[config.mk]
export PLATFORM = sky130hd
export DESIGN_NAME = fetch_npc
export DESIGN_NICKNAME = d
export VERILOG_FILES = /design/src/rtl/npc_pkg.sv /design/src/rtl/npc_guess.sv /design/src/rtl/npc_recover_mux.sv /design/src/rtl/npc_pred_reg.sv /design/src/rtl/npc_ret_watch.sv /design/src/rtl/fetch_npc.sv
export SDC_FILE = /design/constraint.sdc
export NUM_CORES = 1
export LEC_CHECK = 0
export ABC_AREA = 0
export BUFFER_PORTS_ARGS = -buffer_cell sky130_fd_sc_hd__buf_2
export CAP_MARGIN = 20
export CORE_MARGIN = 2
export CORE_UTILIZATION = 32
export CTS_BUF_LIST = sky130_fd_sc_hd__clkbuf_4
export DETAILED_ROUTE_END_ITERATION = 8
export PLACE_DENSITY_LB_ADDON = 0.08
export SYNTH_ARGS = -nofsm -noshare
export SYNTH_HDL_FRONTEND = slang
export SYNTH_SLANG_ARGS = --single-unit
[constraint.sdc]
create_clock -name clk -period 1.3 [get_ports clk]
set_input_delay 0.065 -clock clk [delete_from_list [all_inputs] [get_ports clk]]
set_output_delay 0.065 -clock clk [all_outputs]
set_load 0.005 [all_outputs]
[src/rtl/npc_pkg.sv]
// Package: shared opcode type and the opcode values this block decodes.
// Assumes a 4-bit opcode field supplied already decoded by earlier logic.
package npc_pkg;
    typedef logic [3:0] opcode_t;
    localparam opcode_t OP_JUMP = 4'h7;
    localparam opcode_t OP_CALL = 4'h8;
    localparam opcode_t OP_RET  = 4'h9;
endpackage

[src/rtl/npc_guess.sv]
// Module: computes the guessed next address from the instruction in fetch.
// Assumes all jumps are taken; returns are not guessed (sequential used).
module npc_guess
    import npc_pkg::*;
#(
    parameter int ADDR_W = 32
) (
    input  opcode_t           op,
    input  logic [ADDR_W-1:0] seq_addr,
    input  logic [ADDR_W-1:0] imm,
    output logic [ADDR_W-1:0] guess
);
    logic use_target;

    // Decide whether the instruction redirects to its encoded constant.
    always_comb begin
        use_target = (op == OP_JUMP) || (op == OP_CALL);
    end

    // Pick target or sequential successor.
    always_comb begin
        guess = use_target ? imm : seq_addr;
    end
endmodule

[src/rtl/npc_recover_mux.sv]
// Module: chooses the fetch address with fixed priority:
// mispredicted jump, then write-back return, then stored guess.
// Assumes stage opcodes are valid every cycle (bubbles carry a non-control code).
module npc_recover_mux
    import npc_pkg::*;
#(
    parameter int ADDR_W = 32
) (
    input  opcode_t           m_op,
    input  logic              m_taken,
    input  logic [ADDR_W-1:0] m_seq_addr,
    input  opcode_t           w_op,
    input  logic [ADDR_W-1:0] w_load_data,
    input  logic [ADDR_W-1:0] stored_pc,
    output logic [ADDR_W-1:0] fetch_pc,
    output logic              mispredict,
    output logic              ret_resolve
);
    // Flag the two correction events.
    always_comb begin
        mispredict  = (m_op == OP_JUMP) && !m_taken;
        ret_resolve = (w_op == OP_RET);
    end

    // Priority select of the fetch address.
    always_comb begin
        if (mispredict)       fetch_pc = m_seq_addr;
        else if (ret_resolve) fetch_pc = w_load_data;
        else                  fetch_pc = stored_pc;
    end
endmodule

[src/rtl/npc_pred_reg.sv]
// Module: predicted-address register with hold and synchronous active-low reset.
// Assumes reset overrides hold.
module npc_pred_reg #(
    parameter int ADDR_W = 32,
    parameter logic [ADDR_W-1:0] RESET_PC = '0
) (
    input  logic              clk,
    input  logic              rst_n,
    input  logic              hold,
    input  logic [ADDR_W-1:0] d,
    output logic [ADDR_W-1:0] q
);
    // Load the guess unless held; reset to RESET_PC.
    always_ff @(posedge clk) begin
        if (!rst_n)     q <= RESET_PC;
        else if (!hold) q <= d;
    end
endmodule

[src/rtl/npc_ret_watch.sv]
// Module: raises a flag while a return occupies any watched stage.
// Assumes watched stage opcodes arrive packed in one vector.
module npc_ret_watch
    import npc_pkg::*;
#(
    parameter int N_STAGES = 3
) (
    input  opcode_t [N_STAGES-1:0] ops,
    output logic                   ret_seen
);
    logic [N_STAGES-1:0] hit;

    // One comparator per watched stage.
    for (genvar i = 0; i < N_STAGES; i++) begin : g_cmp
        assign hit[i] = (ops[i] == OP_RET);
    end

    // Any stage holding a return.
    always_comb begin
        ret_seen = |hit;
    end
endmodule

[src/rtl/fetch_npc.sv]
// Module: fetch address selector and next-address predictor (top).
// Assumes the hazard controller drives fetch_hold (e.g. from ret_wait).
module fetch_npc
    import npc_pkg::*;
#(
    parameter int ADDR_W = 32
) (
    input  logic              clk,
    input  logic              rst_n,
    input  logic              fetch_hold,
    input  logic [3:0]        f_op,
    input  logic [ADDR_W-1:0] f_seq_addr,
    input  logic [ADDR_W-1:0] f_imm,
    input  logic [3:0]        d_op,
    input  logic [3:0]        e_op,
    input  logic [3:0]        m_op,
    input  logic              m_taken,
    input  logic [ADDR_W-1:0] m_seq_addr,
    input  logic [3:0]        w_op,
    input  logic [ADDR_W-1:0] w_load_data,
    output logic [ADDR_W-1:0] fetch_pc,
    output logic [ADDR_W-1:0] pred_next,
    output logic [ADDR_W-1:0] pred_pc,
    output logic              ret_wait
);
    localparam int N_WATCH = 3;
    localparam logic [ADDR_W-1:0] RESET_PC = '0;

    logic mispredict;
    logic ret_resolve;
    opcode_t [N_WATCH-1:0] watch_ops;

    // Gather the decode, execute and memory opcodes for the return watch.
    always_comb begin
        watch_ops = {d_op, e_op, m_op};
    end

    npc_guess #(.ADDR_W(ADDR_W)) u_guess (
        .op(f_op), .seq_addr(f_seq_addr), .imm(f_imm), .guess(pred_next)
    );

    npc_pred_reg #(.ADDR_W(ADDR_W), .RESET_PC(RESET_PC)) u_preg (
        .clk(clk), .rst_n(rst_n), .hold(fetch_hold), .d(pred_next), .q(pred_pc)
    );

    npc_recover_mux #(.ADDR_W(ADDR_W)) u_sel (
        .m_op(m_op), .m_taken(m_taken), .m_seq_addr(m_seq_addr),
        .w_op(w_op), .w_load_data(w_load_data), .stored_pc(pred_pc),
        .fetch_pc(fetch_pc), .mispredict(mispredict), .ret_resolve(ret_resolve)
    );

    npc_ret_watch #(.N_STAGES(N_WATCH)) u_watch (
        .ops(watch_ops), .ret_seen(ret_wait)
    );

    AST_RESET_CLEARS: assert property (@(posedge clk)
        !rst_n |=> pred_pc == RESET_PC);
    AST_NONCTRL_SEQ: assert property (@(posedge clk) disable iff (!rst_n)
        (f_op != OP_JUMP && f_op != OP_CALL) |-> pred_next == f_seq_addr);
    AST_CALL_TARGET: assert property (@(posedge clk) disable iff (!rst_n)
        (f_op == OP_CALL) |-> pred_next == f_imm);
    AST_JUMP_TAKEN: assert property (@(posedge clk) disable iff (!rst_n)
        (f_op == OP_JUMP) |-> pred_next == f_imm);
    AST_MISPRED_WINS: assert property (@(posedge clk) disable iff (!rst_n)
        (m_op == OP_JUMP && !m_taken) |-> fetch_pc == m_seq_addr);
    AST_RET_RECOVER: assert property (@(posedge clk) disable iff (!rst_n)
        (!(m_op == OP_JUMP && !m_taken) && w_op == OP_RET) |-> fetch_pc == w_load_data);
    AST_STORED_USED: assert property (@(posedge clk) disable iff (!rst_n)
        (!mispredict && !ret_resolve) |-> fetch_pc == pred_pc);
    AST_ADVANCE: assert property (@(posedge clk) disable iff (!rst_n)
        !fetch_hold |=> pred_pc == $past(pred_next));
    AST_HOLD_KEEPS: assert property (@(posedge clk) disable iff (!rst_n)
        fetch_hold |=> $stable(pred_pc));
    AST_RET_FLAG: assert property (@(posedge clk) disable iff (!rst_n)
        ret_wait == (d_op == OP_RET || e_op == OP_RET || m_op == OP_RET));
endmodule

==> reports/qor.csv, run 1 <==
stage,metric,value,unit
layout,biggest regs,u_preg.q: 32 flops,
worst_setup_path,CP startpoint,w_op[1],
worst_setup_path,crit-path max FO,8,
timing,fmax,637,MHz
grt,largest net degree at the start of global routing,64,
power_and_ir_drop,Lkg Pwr,2.69,nW
synth,yosys warns,0,
cts,clk_lat worst skew,0.33,ns
routing,first-pass iteration count of the detailed router,4,
synth,Synth Cell Area,2870,um2
timing,max-slew violations,0,
routing,length of routed wiring on met1,4880,um
routing,max layer used,met4,
grt,first-pass GRT wire length,17000,um
timing,Max-slew headroom,65.1,%
synth,main area contributors after synthesis,"mux2_2 24%, dfxtp_1 22%, mux2_1 14%",
synth,post-synthesis sequential area ratio,22.3,%
cts,clk slew on worst S/H paths,0.10,ns
worst_setup_path,CP Buf/Inv Count,4,
run_status,status,"finished, violations left",
die,row cnt,34,
die,I/O Pins,249,
timing,fin crit share,121,%
worst_setup_path,R2R Path Start,u_preg.q[13],
cts,Inserted Clock Buffers,5,
timing,"Setup violations, final",64,
power_and_ir_drop,pwr dens,667,nW/um2
timing,Setup WS post-layout,-0.270,ns
routing,Post-DRT Antenna Nets,0,
cts,Root Buffer,clkbuf_4,
worst_setup_path,CP endpoint kind,output port,
die,Core Footprint,8720,um2
timing,Final min period,1.57,ns
worst_setup_path,slowest CP cell,mux2_4,
routing,routed wl met3,878,um
cts,CTS Hold Bufs,0,
worst_setup_path,worst path required time,1.24,ns
routing,WL/cell,18.1,um
synth,Mean Syn Cell Area,9.50,um2
place,Post-Place Worst Slack,-0.289,ns
cts,clock buffer depth,2,
worst_setup_path,Reg2Reg Depth,3,
layout,Biggest register,u_preg.q,
synth,top cell type's share of synthesized area,23.9,%
grt,GRT overflow,0,
routing,number of DRC markers in iteration 0,100,
layout,layout cells sized above 1,75.0,%
timing,clock skew,0,ns
routing,total number of vias,3458,
worst_setup_path,critical path depth,7,
worst_setup_path,crit-path max cell delay,0.31,ns
layout,antenna cell count,0,
worst_setup_path,CP endpoint,fetch_pc[3],
worst_setup_path,R2R Setup Slk,0.46,ns
place,port bufs,248,
die,starting density of the core,32.9,%
die,die area,9740,um2
cts,CTS tree,yes,
worst_setup_path,cell family with most CP delay,buffers and inverters,
worst_setup_path,R2R Path End,u_preg.q[13],
routing,final WL,12000,um
run_status,failing checks,negative setup slack,
cts,clk sink count,32,
grt,GRT Total Usage,21.3,%
die,DIE HEIGHT,98.7,um
worst_setup_path,CP most frequent cell,buf_6,
synth,Mapped Cells,302,
die,Die W,98.7,um
layout,Fillers,776,
worst_setup_path,CP cell instances,"buf_6, nor4bb_4, buf_6, clkbuf_16, mux2_4, mux2_4, buf_6",
worst_setup_path,Critical Path Source Type,input port,
synth,post-synthesis cell type count,22,
synth,"area leader, netlist",mux2_2,
timing,unrepaired setup endpoints after global routing,yes,
synth,Synth Register Bits,32,
min_path,Hold WC Path Type,in -> reg,
power_and_ir_drop,VDD IR max,0.394,mV
routing,routed wl met2,6100,um
power_and_ir_drop,Power Total,0.00351,W
layout,area added between synthesis and finish,83.0,%
run,Max Cap Violations,0,
synth,syn_nets,454,
grt,vias in the first global route,3406,
cts,H-Tree Depth,2,
routing,drt via density,5.23,
place,Detail Placement HPWL,7700,um
place,Placer Congestion,0.775,
worst_setup_path,Critical Path AT,1.50,ns
worst_setup_path,Setup CP Type,in -> out,
layout,Final #Nets,704,
routing,# DRC,0,
timing,Fin. Hold Viols,0,
timing,Slew @ Worst Pin,0.523,ns
layout,max reg flops,32,
grt,antenna violations before repair,0,
## area by class of cell
type | instances | area, um2 | area share [%]
Tap cell | 108 | 135 | 2.57
Multi-Input combinational cell | 235 | 2370 | 45.2
Clock buffer | 6 | 45.0 | 0.858
Sequential cell | 32 | 641 | 12.2
Inverter | 1 | 3.75 | 0.0715
Clock inverter | 2 | 35.0 | 0.667
Timing Repair Buffer | 277 | 2020 | 38.5
## placed cells by master, fill, tap and decap left out, types with 2 or more instances in the layout
master | netlist | layout
buf_8 | 0 | 2
o21ai_0 | 32 | 32
dfxtp_1 | 32 | 32
nor4bb_1 | 4 | 3
mux2_4 | 0 | 77
nor4_1 | 32 | 32
mux2_1 | 35 | 2
buf_2 | 6 | 192
buf_6 | 3 | 57
nor2_1 | 32 | 32
buf_12 | 0 | 11
a211oi_2 | 30 | 30
clkbuf_16 | 0 | 2
clkbuf_4 | 0 | 6
buf_4 | 3 | 12
a211oi_1 | 2 | 2
mux2_2 | 61 | 17
## repair_timing
| action | CTS | global route |
|---|---|---|
| buffers inserted | 7 | 3 |
| resized for setup | 68 | 78 |
| pin swaps | 3 | 4 |
| cloned | 4 | 3 |
| endpoints found under the setup margin | 64 | 64 |
## worst min path at each step
| stage | cells past startpoint | start | slack, ns | endpoint |
|---|---|---|---|---|
| 3_3_place_gp | 3 | f_imm[18] | 0.37 | u_preg.q[18] |
| 6_report | 3 | f_imm[18] | 0.04 | u_preg.q[18] |
| 5_1_grt | 3 | f_imm[18] | 0.03 | u_preg.q[18] |
| 4_1_cts | 3 | f_imm[18] | 0.02 | u_preg.q[18] |
| 2_1_floorplan | 2 | rst_n | 0.21 | u_preg.q[17] |
| 3_5_place_dp | 3 | f_imm[18] | 0.38 | u_preg.q[18] |
## metrics by stage
step | cell area (um2) | setup TNS (ns) | util (%) | hold slack (ns) | std cells
after floorplan | 2870 | -1.00 | - | 0.209 | 302
after global placement | 4310 | -14.76 | 49.4 | 0.370 | 640
after detailed placement | 4310 | -15.72 | 49.4 | 0.380 | 640
after CTS | 4880 | -11.90 | 55.9 | 0.0232 | 658
after global routing | 5250 | -13.76 | 60.2 | 0.0252 | 661
final | 5250 | -10.09 | 60.2 | 0.0407 | 661
## logic make-up after synthesis
group | after synthesis | synth area share [%]
buffers and inverters | 35 | 6.02
DFF | 32 | 22.3
AOI/OAI and AO/OA | 64 | 19.2
and+or+nand+nor | 75 | 14.8
muxes | 96 | 37.7
## power by group
part | internal, W | switching (W) | leakage [nW]
clock | 0.000424 | 0.000370 | 0.0456
combinational | 0.000993 | 0.000595 | 2.37
sequential | 0.00106 | 0.0000657 | 0.266
total | 0.00247 | 0.00103 | 2.69
## worst register-to-register path, delay by kind of cell, from the launching register on
kind	cells	cell delay [ns]
buffers and inverters	1	0.14
DFF	1	0.35
AOI/OAI and AO/OA	2	0.25
## routing by layer
layer,global-route usage (%),vias up
li1,-,1660
met1,27.3,1599
met2,37.9,190
met3,3.62,9
met4,4.00,0
met5,0,-
## cell usage after synthesis
library cell	instances
or3_1	1
mux2_1	35
nor2_2	1
and4b_1	1
dfxtp_1	32
nor2_1	32
nor3b_1	1
buf_4	3
mux2_2	61
a211oi_1	2
buf_1	2
nand3_1	1
nor4bb_1	4
clkbuf_1	20
a211oi_2	30
buf_2	6
nor4_1	32
o21ai_0	32
or2_0	1
buf_6	3
inv_1	1
nor4b_4	1
No activity file was read; power rests on OpenSTA's default activity.
==> run 2, diff against run 1 <==
CORE_UTILIZATION = 30   (was 32)
==> run 2 against run 1 <==
  * The run still ends with negative setup slack left
  * Non-clock buffer count decreased by 10
  * Clock skew unchanged
  * Worst setup slack got worse by 0.00084 ns
  * Power fell by 11%
  * Highest routed layer unchanged
==> reports/qor.csv, run 2 (synthesized netlist as in run 1, its figures left out) <==
stage,metric,value,unit
run_status,status,"finished, violations left",
run_status,failing checks,negative setup slack,
worst_setup_path,Critical Path Source Type,input port,
timing,setup TNS,-10.09,ns
worst_setup_path,R2R Setup Slk,0.54,ns
cts,clk slew on worst S/H paths,0.11,ns
routing,number of DRC markers in iteration 0,67,
grt,GRT Total Usage,19.8,%
timing,Setup WS post-layout,-0.270,ns
layout,"most common cell after layout, fill and taps aside",buf_2,
grt,vias in the first global route,3185,
layout,"commonest cells after routing, fill and taps aside","210 x buf_2, 57 x mux2_2, 38 x buf_6, 34 x mux2_4",
layout,antenna cell count,0,
die,Core Footprint,9240,um2
timing,Max-slew headroom,64.4,%
timing,Fin. Hold Viols,0,
die,die area,10400,um2
timing,unrepaired setup endpoints after global routing,yes,
routing,Post-DRT Antenna Nets,0,
timing,Final min period,1.57,ns
timing,Hold Slack,0.0247,ns
run,Max Cap Violations,0,
timing,fin crit share,121,%
place,Placer Congestion,0.733,
power_and_ir_drop,VDD IR max,0.309,mV
layout,max reg flops,32,
worst_setup_path,slowest CP cell,mux2_1,
worst_setup_path,CP cell instances,"buf_6, nor4bb_4, buf_12, mux2_1, mux2_2, buf_2",
power_and_ir_drop,Lkg Pwr,2.43,nW
cts,CTS Hold Bufs,0,
die,starting density of the core,31.1,%
routing,WL/cell,16.6,um
cts,CTS tree,yes,
layout,Final #Nets,694,
cts,H-Tree Depth,2,
cts,Inserted Clock Buffers,5,
power_and_ir_drop,pwr dens,647,nW/um2
worst_setup_path,worst path required time,1.24,ns
place,port bufs,248,
die,DIE HEIGHT,102,um
worst_setup_path,Critical Path AT,1.51,ns
cts,clk_lat worst skew,0.33,ns
die,Die W,102,um
routing,total number of vias,3381,
routing,final WL,11100,um
timing,max-slew violations,0,
cts,clock buffer depth,2,
min_path,Hold WC Path Type,in -> reg,
routing,drt via density,5.03,
grt,antenna violations before repair,0,
timing,clock skew,0,ns
layout,Biggest register,u_preg.q,
timing,Slew @ Worst Pin,0.534,ns
cts,clk sink count,32,
grt,largest net degree at the start of global routing,37,
layout,biggest regs,u_preg.q: 32 flops,
place,Detail Placement HPWL,8010,um
grt,first-pass GRT wire length,16100,um
grt,GRT overflow,0,
die,I/O Pins,249,
cts,Root Buffer,clkbuf_4,
routing,# DRC,0,
routing,first-pass iteration count of the detailed router,4,
power_and_ir_drop,Power Total,0.00312,W
worst_setup_path,crit-path max cell delay,0.35,ns
worst_setup_path,Setup CP Type,in -> out,
worst_setup_path,crit-path max FO,32,
die,row cnt,35,
worst_setup_path,CP endpoint kind,output port,
timing,"Setup violations, final",53,
layout,layout cells sized above 1,73.8,%
timing,fmax,637,MHz
layout,area added between synthesis and finish,67.8,%
## run 2: worst paths after layout
path                 from            to  depth (start not counted)
min             f_imm[17]  u_preg.q[17]                          3
max               w_op[2]  fetch_pc[24]                          6
min reg2reg  u_preg.q[18]  u_preg.q[18]                          2
max reg2reg  u_preg.q[22]  u_preg.q[22]                          2
## run 2: final cells by class
cell class	count	area (um2)
fill	899	4420
multi-input combinational	235	2210
timing repair buffer	267	1740
sequential	32	641
tap	129	161
clock buffer	7	52.6
clock inverter	1	3.75
inverter	1	3.75
## run 2: worst max-delay path, delay by kind of cell
kind	cells	cell delay, ns
buf+inv	3	0.48
mux	2	0.62
simple gates	1	0.32
## run 2: where the power goes
group	total [W]	internal, W	switching, W
clock	0.000613	0.000250	0.000363
sequential	0.00112	0.00106	0.0000602
combinational	0.00139	0.000835	0.000552
## run 2: metal layers
layer / wire (um) / GRT usage (%) / vias up
li1: - / - / 1644
met1: 4540 / 24.1 / 1587
met2: 5810 / 36.8 / 145
met3: 714 / 3.28 / 5
met4: 73 / 3.69 / 0
met5: 0 / 0 / -
## run 2: what timing repair did
action | in CTS | in global routing
setup endpoints to repair | 64 | 64
pin swaps | 3 | 1
resized for setup | 73 | 9
cloned | 2 | 0
buffers inserted | 2 | 2
## run 2: stage by stage
step                      setup WS [ns]  utilization [%]  cell area (um2)  std cells
after floorplan                 -0.0370                -             2870        302
after global placement           -0.267             46.7             4320        660
after detailed placement         -0.294             46.7             4320        660
after CTS                        -0.294             52.0             4810        672
after global routing             -0.316             52.1             4820        672
final                            -0.270             52.1             4820        672
